[src/rtl/dac_ldr_pkg.sv]
// Package: shared types for the dual-lane DAC code loader.
// Assumes: nothing beyond being compiled before the loader modules.
package dac_ldr_pkg;

    // Receiver phase: waiting for a frame strobe, or inside a word.
    typedef enum logic {
        ST_WAIT = 1'b0,
        ST_RUN  = 1'b1
    } rx_state_t;

    // Number of serial lanes loaded in lockstep (in-phase and quadrature).
    localparam int LANES = 2;

endpackage

[src/rtl/dac_ldr_frame_tracker.sv]
// Module: frame tracker. It follows the frame strobe, counts bit positions
// within a word, tells the lanes when to shift, marks the last bit and keeps
// the missing-frame error flag.
// Assumes: CODE_BITS < WORD_BITS. frame_i is sampled with the same edge as data.
module dac_ldr_frame_tracker
    import dac_ldr_pkg::*;
#(
    parameter int WORD_BITS = 16,
    parameter int CODE_BITS = 10
) (
    input  logic clk,
    input  logic rst_n,
    input  logic enable_i,
    input  logic frame_i,
    output logic sample_en_o,
    output logic word_end_o,
    output logic frame_err_o
);

    localparam int IDX_W = $clog2(WORD_BITS);
    localparam logic [IDX_W-1:0] LAST_IDX = IDX_W'(WORD_BITS - 1);
    localparam logic [IDX_W-1:0] KEEP_LIM = IDX_W'(CODE_BITS);

    rx_state_t        state_q;
    logic [IDX_W-1:0] idx_q;
    logic             err_q;
    logic             running;

    // Receiver is inside a word and the mode allows it to work.
    assign running     = (state_q == ST_RUN) && enable_i;
    assign sample_en_o = running && (idx_q < KEEP_LIM);
    assign word_end_o  = running && (idx_q == LAST_IDX);
    assign frame_err_o = err_q;

    // Phase, bit position and error flag update.
    always_ff @(posedge clk) begin
        if (!rst_n) begin
            state_q <= ST_WAIT;
            idx_q   <= '0;
            err_q   <= 1'b0;
        end else if (!enable_i) begin
            state_q <= ST_WAIT;
            idx_q   <= '0;
        end else begin
            case (state_q)
                ST_WAIT: begin
                    if (frame_i) begin
                        state_q <= ST_RUN;
                        idx_q   <= '0;
                        err_q   <= 1'b0;
                    end
                end
                ST_RUN: begin
                    if (idx_q == LAST_IDX) begin
                        idx_q <= '0;
                        if (!frame_i) begin
                            state_q <= ST_WAIT;
                            err_q   <= 1'b1;
                        end
                    end else begin
                        idx_q <= idx_q + 1'b1;
                    end
                end
                default: state_q <= ST_WAIT;
            endcase
        end
    end

endmodule

[src/rtl/dac_ldr_lane_shift.sv]
// Module: one lane shifter. It collects the leading CODE_BITS bits of a word,
// MSB first, while the tracker enables shifting.
// Assumes: shift_en_i is high for exactly CODE_BITS cycles per full word.
module dac_ldr_lane_shift #(
    parameter int CODE_BITS = 10
) (
    input  logic                 clk,
    input  logic                 rst_n,
    input  logic                 shift_en_i,
    input  logic                 bit_i,
    output logic [CODE_BITS-1:0] code_o
);

    logic [CODE_BITS-1:0] sr_q;

    // Shift left, the newest bit entering at the LSB.
    always_ff @(posedge clk) begin
        if (!rst_n) begin
            sr_q <= '0;
        end else if (shift_en_i) begin
            sr_q <= {sr_q[CODE_BITS-2:0], bit_i};
        end
    end

    assign code_o = sr_q;

endmodule

[src/rtl/dac_pair_loader.sv]
// Module: dual-lane framed serial DAC code loader (top). Two lanes share one
// frame strobe. Both codes load together at the end of every word.
// Assumes: analog_mode_i selects this loader. Inputs are stable around the
// rising edge of clk.
module dac_pair_loader
    import dac_ldr_pkg::*;
#(
    parameter int WORD_BITS = 16,
    parameter int CODE_BITS = 10
) (
    input  logic                 clk,
    input  logic                 rst_n,
    input  logic                 analog_mode_i,
    input  logic                 frame_i,
    input  logic                 i_data_i,
    input  logic                 q_data_i,
    output logic [CODE_BITS-1:0] i_code_o,
    output logic [CODE_BITS-1:0] q_code_o,
    output logic                 update_o,
    output logic                 frame_err_o
);

    logic                 sample_en;
    logic                 word_end;
    logic [LANES-1:0]     lane_bit;
    logic [CODE_BITS-1:0] lane_shift [LANES];
    logic [CODE_BITS-1:0] lane_code  [LANES];
    logic                 update_q;

    assign lane_bit = {q_data_i, i_data_i};

    dac_ldr_frame_tracker #(
        .WORD_BITS (WORD_BITS),
        .CODE_BITS (CODE_BITS)
    ) u_track (
        .clk         (clk),
        .rst_n       (rst_n),
        .enable_i    (analog_mode_i),
        .frame_i     (frame_i),
        .sample_en_o (sample_en),
        .word_end_o  (word_end),
        .frame_err_o (frame_err_o)
    );

    for (genvar ln = 0; ln < LANES; ln++) begin : g_lane
        dac_ldr_lane_shift #(
            .CODE_BITS (CODE_BITS)
        ) u_shift (
            .clk        (clk),
            .rst_n      (rst_n),
            .shift_en_i (sample_en),
            .bit_i      (lane_bit[ln]),
            .code_o     (lane_shift[ln])
        );

        // Output code register for this lane, loaded at word end.
        always_ff @(posedge clk) begin
            if (!rst_n) begin
                lane_code[ln] <= '0;
            end else if (word_end) begin
                lane_code[ln] <= lane_shift[ln];
            end
        end
    end

    // One-cycle load strobe, aligned with the new codes.
    always_ff @(posedge clk) begin
        if (!rst_n) begin
            update_q <= 1'b0;
        end else begin
            update_q <= word_end;
        end
    end

    assign i_code_o = lane_code[0];
    assign q_code_o = lane_code[1];
    assign update_o = update_q;

endmodule

[config.mk]
export PLATFORM = sky130hd
export DESIGN_NAME = dac_pair_loader
export DESIGN_NICKNAME = d
export VERILOG_FILES = /design/src/rtl/dac_ldr_pkg.sv /design/src/rtl/dac_ldr_frame_tracker.sv /design/src/rtl/dac_ldr_lane_shift.sv /design/src/rtl/dac_pair_loader.sv
export SDC_FILE = /design/constraint.sdc
export NUM_CORES = 1
export LEC_CHECK = 0
export BUFFER_PORTS_ARGS = -buffer_cell sky130_fd_sc_hd__buf_4
export CORE_MARGIN = 3
export CORE_UTILIZATION = 50
export CTS_CLUSTER_SIZE = 12
export DETAILED_ROUTE_END_ITERATION = 7
export PLACE_DENSITY = 0.69
export SYNTH_ARGS = -nofsm -noshare
export SYNTH_HDL_FRONTEND = slang
export SYNTH_HIERARCHICAL = 1
export SYNTH_SLANG_ARGS = --single-unit
[constraint.sdc]
create_clock -name clk -period 2.17 [get_ports clk]
set_input_delay 0.651 -clock clk [delete_from_list [all_inputs] [get_ports clk]]
set_output_delay 0.651 -clock clk [all_outputs]
set_load 0.02 [all_outputs]
* Word level (Yosys, flattened, before mapping)
Memory sizes are Yosys's and may differ from the RTL's. Cells that the tools add are included.
Storage, ports and cells: register bits after elaboration 27, memory bits (writable) 20, input port bits 6, output and inout port bits 22, memories 1
Operators by class: add/sub/neg operators 1, magnitude comparators 1, equality and inequality tests 4, multiplexer cells 16, bitwise operators 3, reductions and logical operators 5
Memory list:
- lane_code | depth 2, bits a word 10, rd ports 2, clocked after memory_dff 0, wr ports 2, line dac_pair_loader.sv:27 | logic [CODE_BITS-1:0] lane_code [LANES];
Operators with widths (number):
- 10-bit two-way mux | 2
- 1-bit two-way mux | 9
- 4-bit two-way mux | 2
- 4-bit one-hot mux with 2 select lines | 1
- 2-bit != test, second input constant | 3
- 4-bit by 1-bit adder with 4-bit output, second input constant | 1
- 4-bit == test, second input constant | 1
- 4-bit less-than comparator, second input constant | 1
- 1-bit one-hot mux with 2 select lines | 2
- 4-bit AND reduction | 1
- 1-bit logical AND | 3
- 1-bit OR | 2
- 2-bit AND reduction | 1
- 1-bit NOT | 1

* Logic depth before layout (Yosys ltp)
Gate-level depths: netlist of the first run.
depth after elaboration 6, mapped depth 6, gate-level depth less buffers 4

* Hierarchy
Netlist of the first run, hierarchy kept.
Modules (own cells, without submodules):
- dac_pair_loader | instances 1, cells an instance 47, area each 793.3 µm²
- dac_ldr_lane_shift | instances 2, cells an instance 31, area each 374.1 µm²
- dac_ldr_frame_tracker | instances 1, cells an instance 39, area each 317.8 µm²

* Least setup slack after synthesis of the first run
No wires, ideal clock.
kind input-to-reg, start point input analog_mode_i, end point memory lane_code[0][0], enable pin, arrival 1.415 ns, path slack 0.375 ns, stages on the path 3, path through nand2_1 -> nor2_1 -> nand2b_1
RTL lines:
- start: declaration | line dac_pair_loader.sv:13 | input logic analog_mode_i,
- end: declaration | line dac_pair_loader.sv:27

==> results of run 1 <==
logic make-up (layout without fill, tap and decap cells):
family / Yosys count / after routing / share of synthesized area, %
buf+inv: 10 / 40 / 4.17
mux: 20 / 20 / 10.8
simple gates: 57 / 57 / 19.0
flops: 47 / 47 / 61.4
fa+ha+maj: 1 / 1 / 0.673
compound gates: 13 / 13 / 4.04
area by class of cell:
cell class	instances	area [um2]	share of cell area, %
Timing Repair Buffer	30	238	11.0
Clock buffer	7	76.3	3.52
Multi-Input combinational cell	91	643	29.7
Sequential cell	47	1140	52.7
Tap cell	46	57.6	2.66
Inverter	3	11.3	0.520
sequential cells by signal (all words and copies together), names as in the netlist:
| name | flops |
|---|---|
| lane_code | 20 |
| update_o | 1 |
| u_track/state_q | 1 |
| u_track/frame_err_o | 1 |
| g_lane.u_shift/code_o | 20 |
| u_track/idx_q | 4 |
worst paths after layout:
check | end | slack (ns) | cells after the start
min reg2reg | u_track/frame_err_o | 0.51 | 1
max reg2reg | lane_code[1][3] | 0.44 | 5
max | lane_code[1][3] | 0.44 | 5
min | u_track/frame_err_o | 0.51 | 1
metal layers:
| layer | vias to the layer above | global-route usage [%] | wire length, um |
|---|---|---|---|
| li1 | 582 | - | - |
| met1 | 562 | 17.4 | 1250 |
| met2 | 30 | 25.0 | 1500 |
| met3 | 6 | 5.56 | 162 |
| met4 | 0 | 7.59 | 66 |
| met5 | - | 0 | 0 |
layout by cell type (no fill, tap or decap), drive strengths merged:
master,n
buf,30
dfxtp,27
nor2b,21
mux2i,20
edfxtp,20
and3,20
clkbuf,7
a21oi,6
nor2,5
nand2,3
inv,3
o21ai,3
o21a,2
nand3,2
nor3b,2
and2,1
nand2b,1
nand4b,1
a311oi,1
a31oi,1
nand3b,1
ha,1
where the power goes:
group          switching [uW]  internal (uW)
clock network             247            222
logic                    56.5           43.7
registers                9.21            937
per-stage QoR:
stage,util (%),hold WS [ns],setup slack (ns),std cells
finish,62.5,0.514,0.437,224
global route,62.5,0.551,0.292,224
CTS,62.5,0.524,0.426,224
detailed placement,60.3,0.504,0.402,217
global placement,60.3,0.478,0.420,217
floorplan,-,0.469,0.375,148
critical path: cells and delay by family (launching register included):
kind          cells  cell delay, ns
fa+ha+maj         1            0.28
simple gates      3            0.57
buf+inv           1            0.19
flops             1            0.41
==> impl_metrics.toml, run 1 <==
[status]
outcome = "finished, final reports clean"

[synth]
ys_ff_latch = 47
yosys.area.top_type = "edfxtp_1"
yosysMostFrequentCell = "dfxtp_1"
synth_cells = 148
synth-main-ff-cell = "dfxtp_1"
seq_area_frac_synth_pct = 61.4
synthTopCellsByCount = "dfxtp_1, nor2b_1, edfxtp_1, mux2i_1, and3_1"
synthTopCellsByArea = "edfxtp_1, dfxtp_1, mux2i_1"
synth_top_area_share_pct = 32.3
ys_warn_count = 6
syn_area_um2 = 1860
syn-num-nets = 155
async_flop_share_pct = 0
synth.distinct_cells = 26
synth_edf_count = 20
synth_area_per_cell_um2 = 12.6

[clocking]
clkTransAtPathRegs_ns = 0.07
cts.sinks = 47
cts_max_level = 2
cts_resized = 0
worst_skew_pair.late_latency_ns = 0.29
cts_tree = "yes"
postCtsHoldBufs = 0
clock-root-buffer = "clkbuf_8"
numCtsBuffers = 5
cts_setup_buffers = 0
cts_buffer_depth = 2

[floorplan]
row_count = 21
die_w_um = 67.0
die_y_um = 67.0
coreArea_um2 = 3470
dieArea_um2 = 4490
initial_core_util_pct = 53.6
ios = 28

[global_route]
track_usage_pct = 15.3
gr-total-overflow = 0
grt_max_degree = 45
grt_pass1_vias = 1096
antenna_found_initial = 0
grt_pass1_wl_um = 4980

[critical_path]
r2r_start = "u_track/idx_q[1]"
crit_path_start = "u_track/idx_q[1]"
crit_path_max_fanout = 16
max_stage_delay_ns = 0.41
crit_type = "reg2reg"
worstPathArrival_ns = 1.74
end_kind = "flop"
critPathLaunchType = "flop"
crit_required_ns = 2.17
cp_cell_sequence = "ha_1, nand3_2, nor2_1, nand2b_1, buf_12"
cp_slowest_cell = "dfxtp_1"

[power_and_ir_drop]
ir_worst_vdd_uv = 412
leakagePower_uw = 0.000841
power_density_nw_per_um2 = 699
total_power_uw = 1510

[final_layout]
nFillCells = 298
antenna_cells = 0
design_area_um2 = 2170
drive_gt1_share_pct = 22.5
final_nets = 185
syn_to_final_growth_pct = 16.6

[hold_path]
hp-start = "u_track/frame_err_o"
hold_path_class = "reg2reg"

[timing]
finalHoldViolCount = 0
tns_ns = 0
rsz0062_at_grt = "false"
relSlewSlack_pct = 74.7
fin_crit_sh_pct = 79.9
maxSlewViolCount = 0
fin_skew_ns = 0.00620
setup_violations = 0
period_needed_ns = 1.73
fmax_mhz = 577
worst_slew_pin_slew_ns = 0.379

[route]
drtIter0Drc = 36
via_per_inst = 5.27
routedWlPerCell_um = 13.3
drtPass1Iterations = 4
vias = 1180
drc = 0
routed_wl_um = 2980
drtAntennaViolNets = 0

[placed_design]
post_dp_cell_area_um2 = 2090
port_buffers = 27
globalplace.congestion = 0.711
place_hpwl_um = 2000

[flow_run]
maxCapViolations = 0
Note: power is estimated with default switching activity, not from simulation.
==> run 2, diff against run 1 <==
--- a/config.mk
+++ b/config.mk
@@ -5,12 +5,13 @@
 export SDC_FILE = /design/constraint.sdc
 export NUM_CORES = 1
 export LEC_CHECK = 0
+export ABC_AREA = 1
 export BUFFER_PORTS_ARGS = -buffer_cell sky130_fd_sc_hd__buf_4
 export CORE_MARGIN = 3
 export CORE_UTILIZATION = 50
 export CTS_CLUSTER_SIZE = 12
 export DETAILED_ROUTE_END_ITERATION = 7
-export PLACE_DENSITY = 0.69
+export PLACE_DENSITY = 0.72
 export SYNTH_ARGS = -nofsm -noshare
 export SYNTH_HDL_FRONTEND = slang
 export SYNTH_HIERARCHICAL = 1
==> constraint.sdc (replaced) <==
create_clock -name clk -period 1.4 [get_ports clk]
set_input_delay 0.42 -clock clk [delete_from_list [all_inputs] [get_ports clk]]
set_output_delay 0.42 -clock clk [all_outputs]
set_load 0.02 [all_outputs]
==> impl_metrics.toml, run 2 <==
[status]
outcome = "finished, final reports clean"

[synth]
synth-main-ff-cell = "dfxtp_1"
yosys.area.top_type = "edfxtp_1"
synth.distinct_cells = 15
seq_area_frac_synth_pct = 56.2
synth_top_area_share_pct = 29.6
syn-num-nets = 247
synth_area_per_cell_um2 = 8.46
synth_edf_count = 20
synthTopCellsByCount = "nand2_1, inv_1, nor2_1"
ys_ff_latch = 47
yosysMostFrequentCell = "nand2_1"
synth_cells = 240
ys_warn_count = 6
syn_area_um2 = 2030
synthTopCellsByArea = "edfxtp_1, dfxtp_1, nand2_1"
async_flop_share_pct = 0

[clocking]
clkTransAtPathRegs_ns = 0.08
worst_skew_pair.late_latency_ns = 0.29
postCtsHoldBufs = 0
cts_tree = "yes"
cts_buffer_depth = 2
clock-root-buffer = "clkbuf_8"
numCtsBuffers = 5
cts.sinks = 47
cts_max_level = 2

[global_route]
gr-total-overflow = 0
track_usage_pct = 14.4
grt_pass1_vias = 1342
grt_pass1_wl_um = 5610
grt_max_degree = 33
antenna_found_initial = 0

[timing]
fmax_mhz = 731
worst_slew_pin_slew_ns = 0.221
finalHoldViolCount = 0
maxSlewViolCount = 0
fin_skew_ns = 0.00412
setup_ws_ns = 0.0322
hold_slack_ns = 0.394
fin_crit_sh_pct = 97.7
period_needed_ns = 1.37
setup_violations = 0
relSlewSlack_pct = 85.2

[critical_path]
critPathLaunchType = "flop"
r2r_slack_ns = 0.03
worstPathArrival_ns = 1.56
crit_required_ns = 1.60
timing.rr.end = "g_lane[1].u_shift/code_o[7]"
crit_path_max_fanout = 8
reg2regPathDepth = 9
end_kind = "flop"
r2r_start = "u_track/idx_q[2]"
crit_type = "reg2reg"

[final_layout]
layout_common_cells = "nand2_1, inv_1, nor2_1"
antenna_cells = 0
mostFrequentLayoutCell = "nand2_1"
post-route-util_pct = 69.6
nFillCells = 297
design_area_um2 = 2640
final_nets = 291
syn_to_final_growth_pct = 30.3
drive_gt1_share_pct = 33.0

[floorplan]
die_w_um = 69.7
coreArea_um2 = 3800
row_count = 22
dieArea_um2 = 4860
die_y_um = 69.7
ios = 28
initial_core_util_pct = 53.4

[placed_design]
port_buffers = 27
post_dp_cell_area_um2 = 2390
globalplace.congestion = 0.754
place_hpwl_um = 2150
place_ws_ns = -0.0666

[power_and_ir_drop]
power_density_nw_per_um2 = 1040
ir_worst_vdd_uv = 587
leakagePower_uw = 0.00104

[hold_path]
hold_end = "u_track/state_q"
hp-start = "frame_i"
min_path_cells = 3
hold_path_class = "in2reg"

[route]
drc = 0
via_per_inst = 4.47
drtIter0Drc = 66
vias = 1489
routedWlPerCell_um = 10.7
drtPass1Iterations = 4
routed_wl_um = 3560
drtAntennaViolNets = 0

[flow_run]
maxCapViolations = 0
## run 2: worst max-delay path by stage
stage                                 from                     endpoint  slack [ns]
after floorplan           u_track/idx_q[1]              lane_code[0][0]      -0.001
after global placement    u_track/idx_q[1]              lane_code[0][6]       -0.04
after detailed placement  u_track/idx_q[1]              lane_code[1][2]       -0.07
after CTS                 u_track/idx_q[1]              lane_code[0][2]        0.02
after global routing      u_track/idx_q[2]  g_lane[0].u_shift/code_o[1]      -0.009
final                     u_track/idx_q[2]  g_lane[1].u_shift/code_o[7]        0.03
## run 2: where the power goes
group	total [uW]	switching, uW	internal, uW	leakage [uW]
sequential	1490	23.4	1470	0.000427
combinational	249	145	104	0.000552
clock	1010	432	578	0.0000612
## run 2: worst max-delay path, stage by stage (launching register included)
cell and delay [ns]:
dfxtp_2 0.34, buf_4 0.15, nor2_4 0.09, nor2_2 0.05, nor3_4 0.19, buf_12 0.15
clkbuf_16 0.14, nand2_1 0.05, nand2_1 0.06, nor2_1 0.04
## run 2: area by class of cell
type	instances	area [um2]	area share, %
clock buffers	6	82.6	3.12
clock inverters	2	35.0	1.33
inverters	49	186	7.05
multi-input cells	137	708	26.8
flip-flops and latches	47	1140	43.3
well taps	48	60.1	2.27
repair buffers	44	427	16.1
## run 2: repair_timing
action	in CTS	in global routing
resized for setup	4	7
pin swaps	2	2
setup buffers	0	1
endpoints found under the setup margin	20	18
gates cloned	1	3
## run 2: per-layer routing
metal | GRT usage [%] | up-vias | share of wire (%)
li1 | - | 794 | -
met1 | 15.2 | 667 | 41
met2 | 27.5 | 24 | 53
met3 | 3.48 | 4 | 4.0
met4 | 5.11 | 0 | 1.1
met5 | 0 | - | 0
## run 2: stage by stage
step | instances | TNS, ns | power (uW)
finish | 333 | 0 | 2750
global route | 333 | -0.0425 | 2860
CTS | 329 | 0 | 2760
detailed placement | 320 | -1.35 | 1740
global placement | 320 | -0.826 | 1740
floorplan | 240 | -0.0206 | 1670
## run 2: logic make-up (layout without fill, tap and decap cells)
group	count (synthesis)	in the layout	share of synthesized area (%)
and+or+nand+nor	127	128	28.1
buffers and inverters	57	101	13.1
DFF	47	47	56.2
AOI/OAI and AO/OA	8	8	1.97
adders and majority gates	1	1	0.616
==> run 3, diff against run 2 <==
--- a/config.mk
+++ b/config.mk
@@ -6,12 +6,13 @@
 export NUM_CORES = 1
 export LEC_CHECK = 0
 export ABC_AREA = 1
-export BUFFER_PORTS_ARGS = -buffer_cell sky130_fd_sc_hd__buf_4
+export BUFFER_PORTS_ARGS = -buffer_cell sky130_fd_sc_hd__buf_2
 export CORE_MARGIN = 3
 export CORE_UTILIZATION = 50
 export CTS_CLUSTER_SIZE = 12
 export DETAILED_ROUTE_END_ITERATION = 7
 export PLACE_DENSITY = 0.72
+export SETUP_SLACK_MARGIN = 0.2
 export SYNTH_ARGS = -nofsm -noshare
 export SYNTH_HDL_FRONTEND = slang
 export SYNTH_HIERARCHICAL = 1
==> impl_metrics.toml, run 3 (synthesized netlist as in run 2, its figures left out) <==
[status]
outcome = "complete, but fails checks"
violations = "negative setup slack"

[timing]
period_needed_ns = 1.48
worst_slew_pin_slew_ns = 0.371
finalHoldViolCount = 0
fin_skew_ns = 0.00736
tns_ns = -1.23
rsz0062_at_grt = "true"
setup_ws_ns = -0.0850
fmax_mhz = 673
relSlewSlack_pct = 75.2
setup_violations = 47
fin_crit_sh_pct = 106
maxSlewViolCount = 0

[route]
routedWlPerCell_um = 13.9
dr_wl_met3_um = 215
routed_wl_um = 4730
vias = 1618
drc = 0
highest_layer = "met4"
via_per_inst = 4.77
drtAntennaViolNets = 0
drtIter0Drc = 117
drt-met1-wl_um = 1690
wl_met2_um = 2660
drtPass1Iterations = 4

[floorplan]
ios = 28
coreArea_um2 = 3800
initial_core_util_pct = 53.4
dieArea_um2 = 4860
die_w_um = 69.7
row_count = 22
die_y_um = 69.7

[hold_path]
hold_end = "u_track/state_q"
hold_path_class = "in2reg"
hp-start = "frame_i"
min_path_cells = 3

[placed_design]
place_ws_ns = -0.104
port_buffers = 27
dp.cells = 318
place_hpwl_um = 2130
globalplace.congestion = 0.753

[critical_path]
reg2regPathDepth = 9
crit_required_ns = 1.59
crit_path_max_fanout = 5
timing.rr.end = "g_lane[0].u_shift/code_o[4]"
critPathLaunchType = "flop"
crit_type = "reg2reg"
r2r_slack_ns = -0.08
end_kind = "flop"
worstPathArrival_ns = 1.67
r2r_start = "u_track/idx_q[1]"

[global_route]
grt_pass1_wl_um = 6130
grt_pass1_vias = 1392
gr-total-overflow = 0
grt_max_degree = 21
antenna_found_initial = 0
track_usage_pct = 15.8

[final_layout]
drive_gt1_share_pct = 37.1
layout_common_cells = "inv_1, nand2_1, nor2_1"
instances_no_fill = 339
post-route-util_pct = 74.9
mostFrequentLayoutCell = "inv_1"
syn_to_final_growth_pct = 40.1
final_nets = 297
antenna_cells = 0

[power_and_ir_drop]
ir_worst_vdd_uv = 415
leakagePower_uw = 0.00110
power_density_nw_per_um2 = 894
total_power_uw = 2540

[clocking]
cts.sinks = 47
cts_tree = "yes"
clkTransAtPathRegs_ns = 0.08
clock-root-buffer = "clkbuf_8"
cts_max_level = 2
worst_skew_pair.late_latency_ns = 0.30
numCtsBuffers = 5
cts_buffer_depth = 2

[flow_run]
maxCapViolations = 0
==> run 3: changes by cell type in the layout (fill, tap and decap cells not counted), sizes merged <==
cell / before / now
buf: 42 / 46
bufinv: 1 / 0
clkbuf: 8 / 10
clkinv: 1 / 2
==> run 3: worst max path at each step <==
| stage | from | end | slack [ns] | cells past startpoint |
|---|---|---|---|---|
| global route | u_track/idx_q[1] | g_lane[0].u_shift/code_o[4] | -0.14 | 9 |
| CTS | u_track/idx_q[1] | g_lane[1].u_shift/code_o[5] | 0.04 | 9 |
| detailed placement | u_track/idx_q[1] | lane_code[1][5] | -0.10 | 5 |
| finish | u_track/idx_q[1] | g_lane[0].u_shift/code_o[4] | -0.08 | 9 |
| global placement | u_track/idx_q[1] | lane_code[0][6] | -0.05 | 5 |
| floorplan | u_track/idx_q[1] | lane_code[0][0] | -0.001 | 5 |
==> run 3: timing repair <==
item	4_1_cts	5_1_grt
resized for setup	13	61
hold buffers	0	0
buffers inserted	3	1
endpoints found under the setup margin	82	85
pin swaps	3	3
gates cloned	3	6
==> run 3: final cells by class <==
| type | count | area [um2] |
|---|---|---|
| Sequential cell | 47 | 1150 |
| Fill cell | 234 | 955 |
| Multi-Input combinational cell | 137 | 752 |
| Timing Repair Buffer | 50 | 616 |
| Inverter | 49 | 186 |
| Clock buffer | 6 | 72.6 |
| Tap cell | 48 | 60.1 |
| Clock inverter | 2 | 7.51 |
==> run 3: per-layer routing <==
metal  vias up  track usage [%]
li1        805                -
met1       743             18.4
met2        53             28.0
met3        17             4.35
met4         0             5.11
met5         -                0
==> run 3: critical path, cell delays in order (launching register included) <==
cell       delay [ns]
dfxtp_2          0.34
buf_6            0.12
nor2_4           0.10
nor2_2           0.05
nor3_4           0.24
buf_6            0.18
clkbuf_16        0.15
nand2_1          0.05
nand2_1          0.09
nor2_2           0.05
==> run 3: through the flow <==
stage | hold WS (ns) | area [um2]
after global routing | 0.411 | 2840
after CTS | 0.388 | 2520
final | 0.414 | 2840
after floorplan | 0.449 | 2070
after detailed placement | 0.444 | 2310
after global placement | 0.444 | 2310
==> run 3: power breakdown <==
part	total [uW]	leakage [uW]	switching (uW)	internal, uW
sequential	1500	0.000429	29.8	1470
combinational	291	0.000633	165	126
clock	755	0.0000403	414	341
total	2540	0.00110	609	1930
